==> config.mk <==
export PLATFORM = sky130hd
export DESIGN_NAME = i2c_regslave
export DESIGN_NICKNAME = d
export VERILOG_FILES = /design/src/rtl/i2c_regslave_pkg.sv /design/src/rtl/i2c_regslave_sync.sv /design/src/rtl/i2c_regslave_regs.sv /design/src/rtl/i2c_regslave.sv
export SDC_FILE = /design/constraint.sdc
export NUM_CORES = 1
export LEC_CHECK = 0
export BUFFER_PORTS_ARGS = -buffer_cell sky130_fd_sc_hd__buf_2
export CAP_MARGIN = 20
export CELL_PAD_IN_SITES_DETAIL_PLACEMENT = 0
export CELL_PAD_IN_SITES_GLOBAL_PLACEMENT = 1
export CORE_MARGIN = 10
export CORE_UTILIZATION = 52
export CTS_CLUSTER_SIZE = 8
export DETAILED_ROUTE_END_ITERATION = 6
export PLACE_DENSITY = 0.85
export SYNTH_ARGS = -nofsm -noshare
export SYNTH_HDL_FRONTEND = slang
export SYNTH_SLANG_ARGS = --single-unit
==> constraint.sdc <==
create_clock -name clk -period 2.9 [get_ports clk]
set_input_delay 0.29 -clock clk [delete_from_list [all_inputs] [get_ports clk]]
set_output_delay 0.29 -clock clk [all_outputs]
set_load 0.05 [all_outputs]
==> src/rtl/i2c_regslave_pkg.sv <==
package i2c_regslave_pkg;
  typedef enum logic [2:0] {
    ST_IDLE,
    ST_ADDR,
    ST_PTR,
    ST_WDATA,
    ST_RDATA
  } slv_state_e;
endpackage

==> src/rtl/i2c_regslave_sync.sv <==
module i2c_regslave_sync #(
  parameter int LINES  = 2,
  parameter int STAGES = 2
) (
  input  logic             clk,
  input  logic             rst_n,
  input  logic [LINES-1:0] raw_i,
  output logic [LINES-1:0] lvl_o,
  output logic [LINES-1:0] prev_o
);
  // bus lines idle high, so every stage resets to 1
  for (genvar g = 0; g < LINES; g++) begin : g_line
    logic [STAGES-1:0] chain;
    logic              last;
    always_ff @(posedge clk or negedge rst_n) begin
      if (!rst_n) begin
        chain <= '1;
        last  <= 1'b1;
      end else begin
        chain <= {chain[STAGES-2:0], raw_i[g]};
        last  <= chain[STAGES-1];
      end
    end
    assign lvl_o[g]  = chain[STAGES-1];
    assign prev_o[g] = last;
  end
endmodule

==> src/rtl/i2c_regslave_regs.sv <==
module i2c_regslave_regs #(
  parameter int         NREG     = 8,
  parameter int         DW       = 8,
  parameter int         PW       = 8,
  parameter int         AW       = 3,
  parameter logic [7:0] RST_BASE = 8'hA0
) (
  input  logic          clk,
  input  logic          rst_n,
  input  logic          we,
  input  logic [AW-1:0] waddr,
  input  logic [DW-1:0] wdata,
  input  logic [PW-1:0] raddr,
  output logic [DW-1:0] rdata
);
  logic [DW-1:0] mem [NREG];

  for (genvar i = 0; i < NREG; i++) begin : g_reg
    always_ff @(posedge clk or negedge rst_n) begin
      if (!rst_n)
        mem[i] <= DW'(RST_BASE + i);
      else if (we && waddr == AW'(i))
        mem[i] <= wdata;
    end
  end

  always_comb begin
    rdata = '0;
    if (int'(raddr) < NREG)
      rdata = mem[raddr[AW-1:0]];
  end
endmodule

==> src/rtl/i2c_regslave.sv <==
module i2c_regslave #(
  parameter logic [6:0] DEV_ADDR = 7'h48,
  parameter int         NREG     = 8,
  parameter logic [7:0] RST_BASE = 8'hA0,
  parameter int         SYNC_STG = 2
) (
  input  logic                    clk,
  input  logic                    rst_n,
  input  logic                    scl_i,
  input  logic                    sda_i,
  output logic                    sda_oe,
  output logic                    wr_valid,
  output logic [$clog2(NREG)-1:0] wr_addr,
  output logic [7:0]              wr_data
);
  import i2c_regslave_pkg::*;

  localparam int DW = 8;
  localparam int PW = 8;
  localparam int AW = $clog2(NREG);
  localparam int CW = 4;

  logic [1:0] lvl, prev;
  logic scl_s, sda_s, scl_p, sda_p;
  logic scl_rise, scl_fall, start_c, stop_c;

  i2c_regslave_sync #(.LINES(2), .STAGES(SYNC_STG)) u_sync (
    .clk    (clk),
    .rst_n  (rst_n),
    .raw_i  ({sda_i, scl_i}),
    .lvl_o  (lvl),
    .prev_o (prev)
  );

  assign scl_s    = lvl[0];
  assign sda_s    = lvl[1];
  assign scl_p    = prev[0];
  assign sda_p    = prev[1];
  assign scl_rise = scl_s & ~scl_p;
  assign scl_fall = ~scl_s & scl_p;
  assign start_c  = scl_s & scl_p & sda_p & ~sda_s;
  assign stop_c   = scl_s & scl_p & ~sda_p & sda_s;

  slv_state_e    st;
  logic [CW-1:0] bitcnt;
  logic [DW-1:0] rx, tx;
  logic [PW-1:0] ptr;
  logic          rw, mack, oe;
  logic [DW-1:0] rd_data;
  logic          in_idle;

  assign in_idle = (st == ST_IDLE);

  i2c_regslave_regs #(
    .NREG(NREG), .DW(DW), .PW(PW), .AW(AW), .RST_BASE(RST_BASE)
  ) u_regs (
    .clk   (clk),
    .rst_n (rst_n),
    .we    (wr_valid),
    .waddr (wr_addr),
    .wdata (wr_data),
    .raddr (ptr),
    .rdata (rd_data)
  );

  always_ff @(posedge clk or negedge rst_n) begin
    if (!rst_n) begin
      st       <= ST_IDLE;
      bitcnt   <= '0;
      rx       <= '0;
      tx       <= '0;
      ptr      <= '0;
      rw       <= 1'b0;
      mack     <= 1'b0;
      oe       <= 1'b0;
      wr_valid <= 1'b0;
      wr_addr  <= '0;
      wr_data  <= '0;
    end else begin
      wr_valid <= 1'b0;
      if (stop_c) begin
        st     <= ST_IDLE;
        ptr    <= '0;
        oe     <= 1'b0;
        bitcnt <= '0;
      end else if (start_c) begin
        st     <= ST_ADDR;
        oe     <= 1'b0;
        bitcnt <= '0;
      end else if (st == ST_ADDR || st == ST_PTR || st == ST_WDATA) begin
        // receive path: bits counted on SCL rise, acknowledge on falls
        if (scl_rise) begin
          if (bitcnt < CW'(8))
            rx <= {rx[DW-2:0], sda_s};
          bitcnt <= bitcnt + 1'b1;
        end else if (scl_fall) begin
          if (bitcnt == CW'(8)) begin
            if (st == ST_ADDR) begin
              if (rx[7:1] == DEV_ADDR) begin
                oe <= 1'b1;
                rw <= rx[0];
              end else begin
                st <= ST_IDLE;
              end
            end else if (st == ST_PTR) begin
              oe  <= 1'b1;
              ptr <= rx;
            end else begin
              oe <= 1'b1;
              if (int'(ptr) < NREG) begin
                wr_valid <= 1'b1;
                wr_addr  <= ptr[AW-1:0];
                wr_data  <= rx;
              end
              ptr <= ptr + 1'b1;
            end
          end else if (bitcnt == CW'(9)) begin
            bitcnt <= '0;
            if (st == ST_ADDR && rw) begin
              st <= ST_RDATA;
              tx <= rd_data;
              oe <= ~rd_data[DW-1];
            end else begin
              oe <= 1'b0;
              st <= (st == ST_ADDR) ? ST_PTR : ST_WDATA;
            end
          end
        end
      end else if (st == ST_RDATA) begin
        // transmit path: bits change on falls, master ack sampled on rise
        if (scl_rise) begin
          if (bitcnt == CW'(8)) begin
            mack <= ~sda_s;
            if (!sda_s)
              ptr <= ptr + 1'b1;
          end
          bitcnt <= bitcnt + 1'b1;
        end else if (scl_fall) begin
          if (bitcnt >= CW'(1) && bitcnt <= CW'(7)) begin
            tx <= {tx[DW-2:0], 1'b0};
            oe <= ~tx[DW-2];
          end else if (bitcnt == CW'(8)) begin
            oe <= 1'b0;
          end else if (bitcnt == CW'(9)) begin
            bitcnt <= '0;
            if (mack) begin
              tx <= rd_data;
              oe <= ~rd_data[DW-1];
            end else begin
              st <= ST_IDLE;
              oe <= 1'b0;
            end
          end
        end
      end
    end
  end

  assign sda_oe = oe;
endmodule

==> results.cfg, run 1 <==
[timing]
layout_min_cycle_time_ns = 2.39
finalSetupViolations = 0
rsz0062_at_grt = false
setup_tns_ns = 0
final_max_slew_viol_count = 0
finalHoldViolCount = 0
max_clock_freq_mhz = 418
fin_skew_ns = 0.00823
fin_crit_sh_pct = 82.5
worst_slack_ns = 0.509
tightestPinTransition_ns = 0.970
relSlewSlack_pct = 35.3

[clock_network]
cts_hold_buf = 3
clk_pin_slew_worst_paths_ns = 0.06
cts_made_buffers = 17
cts.sinks = 115
clock-root-buffer = clkbuf_8
ctsResizeCount = 0
max-clock-path-buffers = 2
post_cts_buffers = 0
h-tree-depth = 4
clkLatencyLatePin_ns = 0.53
cts_tree = yes

[critical_path]
critical_path_required_ns = 3.31
worstPathMaxFanout = 16
worst_setup_path_end_kind = flop
reg2reg_from = st[2]$_DFFE_PN0P_
worstSetupPathType = flop to flop
rrSetupSlack_ns = 0.51
r2r_cells = 5
r2r_end = ptr[6]$_DFFE_PN0P_
cp_data_arrival_time_ns = 2.80
startpoint_type = flop

[synthesis]
synth_edf_count = 0
ys_ff_latch = 115
syn-cell-area_um2 = 5820
synth-warning-count = 0
netlist.area_leader.share_pct = 34.8
synth_cell_types = 66
seq_area_frac_synth_pct = 50.2
netlist_instances = 454
synth_area_leaders = dfrtp_1, mux2_2, dfstp_2, mux4_2, nand2_1
ys_async_sr_fraction_pct = 100
synth_fp_nets = 466
ys.flop_type = dfrtp_1
post-synth-top-area-cell = dfrtp_1
syn-mean-instance-area_um2 = 12.8

[place]
place_ws_ns = 0.542
gp_congestion = 0.879
placement.io_buffers = 16
dp_hpwl_um = 8590

[floorplan]
ioPinCount = 17
core_um2 = 10900
dieArea_um2 = 15800
die_w_um = 126
die_height_um = 126
row_count = 38
initial_core_util_pct = 53.5

[global_route]
met3_usage_pct = 4.49
grt.met2_usage_pct = 25.7
grt_pass1_wl_um = 21000
grt_max_degree = 63
antenna_found_initial = 0
grt-busiest-layer = met2
grt.overflow.total = 0
grt.total_usage_pct = 16.4
met1_usage_pct = 21.7
grt_pass1_vias = 3962

[finish]
multi_input_area_um2 = 2770
layout_common_cells = mux2_2, dfrtp_1, dfstp_2
fillers = 821
mostFrequentLayoutCell = mux2_2
diodes = 0
regArea_um2 = 2920
drive_gt1_share_pct = 43.7
nNetsFinal = 489
syn_to_final_growth_pct = 16.7

[power_and_ir_drop]
peakVddDrop_mv = 0.549
power_density_nw_per_um2 = 680
p_leak_nw = 3.07

[routing]
drtIter0Drc = 306
viasPerCell = 6.20
drc_errors = 0
routed_wirelength_um = 13000
firstDrtPassIters = 4
num_vias = 3907
wl_per_cell_um = 20.6
postRouteAntennaNets = 0

[hold_path]
min_path_type = input pin to async pin

[run]
cap_violations = 0

[outcome]
status = completed
[layer usage]
| metal | vias up | part of all wire (%) |
|---|---|---|
| li1 | 1765 | - |
| met1 | 2010 | 46 |
| met2 | 114 | 48 |
| met3 | 18 | 4.7 |
| met4 | 0 | 1.3 |
| met5 | - | 0 |
[critical path, cell delays in order, from the launching register on]
cell     delay [ns]
dfrtp_1        0.63
or3b_1         0.54
o32a_4         0.40
o32ai_4        0.34
nand2_1        0.09
a32o_1         0.27
[logic make-up (layout without fill, tap and decap cells)]
kind of cell / after synthesis / in the layout / share of synthesized area (%)
xor+xnor: 1 / 1 / 0.150
fa+ha+maj: 8 / 8 / 1.72
simple gates: 106 / 106 / 10.9
mux: 117 / 117 / 25.1
flops: 115 / 115 / 50.2
buf+inv: 34 / 70 / 2.54
compound gates: 73 / 73 / 9.41
[registers in the layout, indices dropped and copies added (netlist names)]
| signal | flops |
|---|---|
| wr_addr | 3 |
| u_regs.mem | 64 |
| u_sync.g_line.chain | 4 |
| sda_oe | 1 |
| rx | 8 |
| mack | 1 |
| u_sync.g_line.last | 2 |
| tx | 7 |
| wr_data | 8 |
| ptr | 8 |
| st | 3 |
| rw | 1 |
| wr_valid | 1 |
| bitcnt | 4 |
[final cells by class]
class                   count  share of cell area [%]
clock buffers              23                    7.31
clock inverters             9                    2.87
inverters                  10                   0.552
multi-input cells         305                    40.7
flip-flops and latches    115                    43.0
well taps                 140                    2.58
repair buffers             28                    3.02
[where the power goes]
part	leakage (nW)	switching (mW)	internal, mW
Clock	0.344	0.705	1.70
Combinational	1.27	0.200	0.197
Sequential	1.46	0.132	1.68
Total	3.07	1.04	3.58
[stage by stage]
step                      total power, mW  hold WS, ns  instances  cell area, µm²  utilization, %
final                                4.62        0.345        630            6800            62.4
after global routing                 4.77        0.362        630            6800            62.4
after CTS                            4.65        0.357        630            6800            62.4
after detailed placement             2.23        0.348        595            6070            55.8
after global placement               2.22        0.346        595            6070            55.8
after floorplan                      2.07     -0.00559        454            5820               -
[synth_stat cells, types with 3 or more instances]
library cell and instances:
a211oi_1 3, a21oi_1 14, a32o_1 3, and3_1 5, buf_2 4, clkbuf_1 16
dfrtp_1 81, dfstp_2 34, ha_1 8, inv_1 10, mux2_2 92, mux2i_1 11
mux4_2 14, nand2_1 32, nand2b_1 5, nand3_1 6, nand4_1 4, nand4b_1 3
nor2_1 7, nor2b_1 3, nor3_1 7, nor3b_1 8, nor4_1 5, o211ai_1 6
o21ai_0 11, o22ai_1 7, o31ai_1 6, or2_2 3
[worst max-delay path by stage]
stage | startpoint | end | slack [ns] | depth (start not counted)
finish | st[2]$_DFFE_PN0P_ | ptr[6]$_DFFE_PN0P_ | 0.51 | 5
floorplan | u_sync.g_line[0].last$_DFF_PN1_ | wr_addr[0]$_DFFE_PN0P_ | 0.61 | 8
CTS | u_sync.g_line[0].last$_DFF_PN1_ | wr_data[3]$_DFFE_PN0P_ | 0.52 | 7
global placement | u_sync.g_line[0].last$_DFF_PN1_ | wr_addr[1]$_DFFE_PN0P_ | 0.58 | 7
detailed placement | st[2]$_DFFE_PN0P_ | ptr[6]$_DFFE_PN0P_ | 0.54 | 5
global route | u_sync.g_line[0].last$_DFF_PN1_ | st[1]$_DFFE_PN0P_ | 0.28 | 7
No activity file was read; power rests on OpenSTA's default activity.
==> run 2: changes to the inputs <==
--- a/config.mk
+++ b/config.mk
@@ -5,15 +5,16 @@
 export SDC_FILE = /design/constraint.sdc
 export NUM_CORES = 1
 export LEC_CHECK = 0
+export ABC_AREA = 1
 export BUFFER_PORTS_ARGS = -buffer_cell sky130_fd_sc_hd__buf_2
 export CAP_MARGIN = 20
 export CELL_PAD_IN_SITES_DETAIL_PLACEMENT = 0
 export CELL_PAD_IN_SITES_GLOBAL_PLACEMENT = 1
 export CORE_MARGIN = 10
-export CORE_UTILIZATION = 52
+export CORE_UTILIZATION = 47
 export CTS_CLUSTER_SIZE = 8
 export DETAILED_ROUTE_END_ITERATION = 6
-export PLACE_DENSITY = 0.85
+export PLACE_DENSITY = 0.84
 export SYNTH_ARGS = -nofsm -noshare
 export SYNTH_HDL_FRONTEND = slang
 export SYNTH_SLANG_ARGS = --single-unit
==> constraint.sdc (replaced) <==
create_clock -name clk -period 2.25 [get_ports clk]
set_input_delay 0.225 -clock clk [delete_from_list [all_inputs] [get_ports clk]]
set_output_delay 0.225 -clock clk [all_outputs]
set_load 0.05 [all_outputs]
==> results.cfg, run 2 <==
[clock_network]
cts_hold_buf = 3
cts.sinks = 115
cts_made_buffers = 17
cts_tree = yes
max-clock-path-buffers = 2
clkLatencyLatePin_ns = 0.42
ctsResizeCount = 0
post_cts_buffers = 0
clk_pin_slew_worst_paths_ns = 0.05
clock-root-buffer = clkbuf_16
h-tree-depth = 4

[global_route]
antenna_found_initial = 0
grt_pass1_wl_um = 23500
grt_max_degree = 51
grt.overflow.total = 0
grt.total_usage_pct = 17.7
grt_pass1_vias = 4570

[synthesis]
synth_fp_nets = 719
syn-mean-instance-area_um2 = 8.15
post-synth-top-area-cell = dfrtp_1
synth_area_leaders = dfrtp_1, dfstp_2, nand2_1, o21ai_0, nand3_1
synth_common_cells = nand2_1, dfrtp_1, o21ai_0
netlist_instances = 707
ys_ff_latch = 115
syn-cell-area_um2 = 5760
yosysMostFrequentCell = nand2_1
synth_edf_count = 0
seq_area_frac_synth_pct = 50.7
ys.flop_type = dfrtp_1
synth-warning-count = 0
synth_cell_types = 38
ys_async_sr_fraction_pct = 100
netlist.area_leader.share_pct = 35.2

[routing]
wl_per_cell_um = 15.8
routed_wirelength_um = 14000
num_vias = 4761
firstDrtPassIters = 7
postRouteAntennaNets = 0
drtIter0Drc = 334
drc_errors = 0
viasPerCell = 5.35

[critical_path]
crit_top_cell = nand3_2
worstPathMaxFanout = 23
cp_data_arrival_time_ns = 2.31
path_cells = ha_1 -> nand3_2 -> nand2_4 -> inv_2 -> nand3_2 -> buf_4 -> nand2_1 -> o21ai_2
critical_path_required_ns = 2.60
startpoint_type = flop
worst_setup_path_end_kind = flop
worstSetupPathType = flop to flop
cp_slowest_cell = dfstp_2
cpPeakStageDelay_ns = 0.55

[timing]
layout_min_cycle_time_ns = 1.95
finalHoldViolCount = 0
fin_crit_sh_pct = 86.7
final_max_slew_viol_count = 0
tightestPinTransition_ns = 0.698
finalSetupViolations = 0
max_clock_freq_mhz = 513
setup_tns_ns = 0
hold_slack_ns = 0.350
rsz0062_at_grt = false
relSlewSlack_pct = 53.4
fin_skew_ns = 0.0152

[floorplan]
initial_core_util_pct = 48.0
dieArea_um2 = 17100
die_height_um = 131
row_count = 40
ioPinCount = 17
die_w_um = 131
core_um2 = 12000

[finish]
largest_reg_flops = 64
drive_gt1_share_pct = 19.1
nNetsFinal = 742
diodes = 0
top_register = u_regs.mem
mostFrequentLayoutCell = nand2_1
final_util_pct = 55.2
syn_to_final_growth_pct = 15.2
layout_common_cells = nand2_1, dfrtp_1, o21ai_0

[outcome]
status = completed

[place]
placement.io_buffers = 16
dp_hpwl_um = 9540
gp_congestion = 0.899

[power_and_ir_drop]
power_density_nw_per_um2 = 964
p_leak_nw = 2.96
peakVddDrop_mv = 0.733

[hold_path]
min_path_type = input pin to async pin

[run]
cap_violations = 0
-- run 2: cell types whose count changed in the layout (fill, tap and decap cells not counted), moves of 8 or more --
cell and delta:
nand2_1 +199, mux2_2 -92, o21ai_0 +59, nand3_1 +51, inv_1 +44, nor2_1 +30, o21ai_1 +16, mux4_2 -14
o21ai_2 +12, mux2i_1 -11, nand2_2 +10, a21oi_1 +9, inv_2 +8
-- run 2: final timing paths --
| path | to | from | slack (ns) | cells past startpoint |
|---|---|---|---|---|
| worst max-delay path | wr_data[2]$_DFFE_PN0P_ | u_sync.g_line[0].chain[1]$_DFF_PN1_ | 0.30 | 8 |
| worst min-delay path | u_regs.mem[57]$_DFFE_PN0P_ | rst_n | 0.35 | 2 |
| worst max register to register | wr_data[2]$_DFFE_PN0P_ | u_sync.g_line[0].chain[1]$_DFF_PN1_ | 0.30 | 8 |
| worst min register to register | u_sync.g_line[0].chain[1]$_DFF_PN1_ | u_sync.g_line[0].chain[0]$_DFF_PN1_ | 0.36 | 0 |
| max in group asynchronous | u_regs.mem[37]$_DFFE_PN1P_ | rst_n | 1.11 | 3 |
| min in group clk | u_sync.g_line[0].chain[1]$_DFF_PN1_ | u_sync.g_line[0].chain[0]$_DFF_PN1_ | 0.36 | 0 |
-- run 2: layout make-up --
cell class	instances	area, µm²
clock buffer	25	526
clock inverter	7	93.8
fill	1096	5380
inverter	64	243
multi-input combinational	504	2470
sequential	115	2920
tap	147	184
timing repair buffer	28	193
-- run 2: stage by stage --
stage / worst slack [ns] / instances / power, mW / area, µm²
4_1_cts: 0.296 / 890 / 6.43 / 6630
2_1_floorplan: 0.491 / 707 / 3.29 / 5760
3_5_place_dp: 0.314 / 855 / 3.66 / 5980
3_3_place_gp: 0.344 / 855 / 3.65 / 5980
5_1_grt: 0.116 / 890 / 6.72 / 6630
6_report: 0.299 / 890 / 6.39 / 6630
-- run 2: worst max-delay path, delay by kind of cell, from the launching register on --
| kind | cells | cell delay [ns] |
|---|---|---|
| compound gates | 1 | 0.07 |
| fa+ha+maj | 1 | 0.22 |
| buf+inv | 2 | 0.43 |
| flops | 1 | 0.55 |
| simple gates | 4 | 0.60 |
-- run 2: cell families after synthesis --
kind of cell             share of synthesized area [%]
AO/OA/AOI/OAI                                     13.0
XOR/XNOR                                         0.456
adder cells (fa/ha/maj)                           1.74
buffers and inverters                             6.34
flip-flops                                        50.7
AND/OR/NAND/NOR                                   27.7
-- run 2: where the power goes --
group	internal [mW]	switching, mW	leakage (nW)
clock network	1.83	0.924	0.302
registers	2.18	0.108	1.48
logic	0.396	0.957	1.18
-- run 2: metal layers --
layer  vias to the layer above  routed length, µm  global-route usage [%]
met1                      2295               6540                    23.1
met5                         -                  0                       0
met2                       110               6560                    28.1
li1                       2338                  -                       -
met4                         0                193                    6.54
met3                        18                746                    4.35
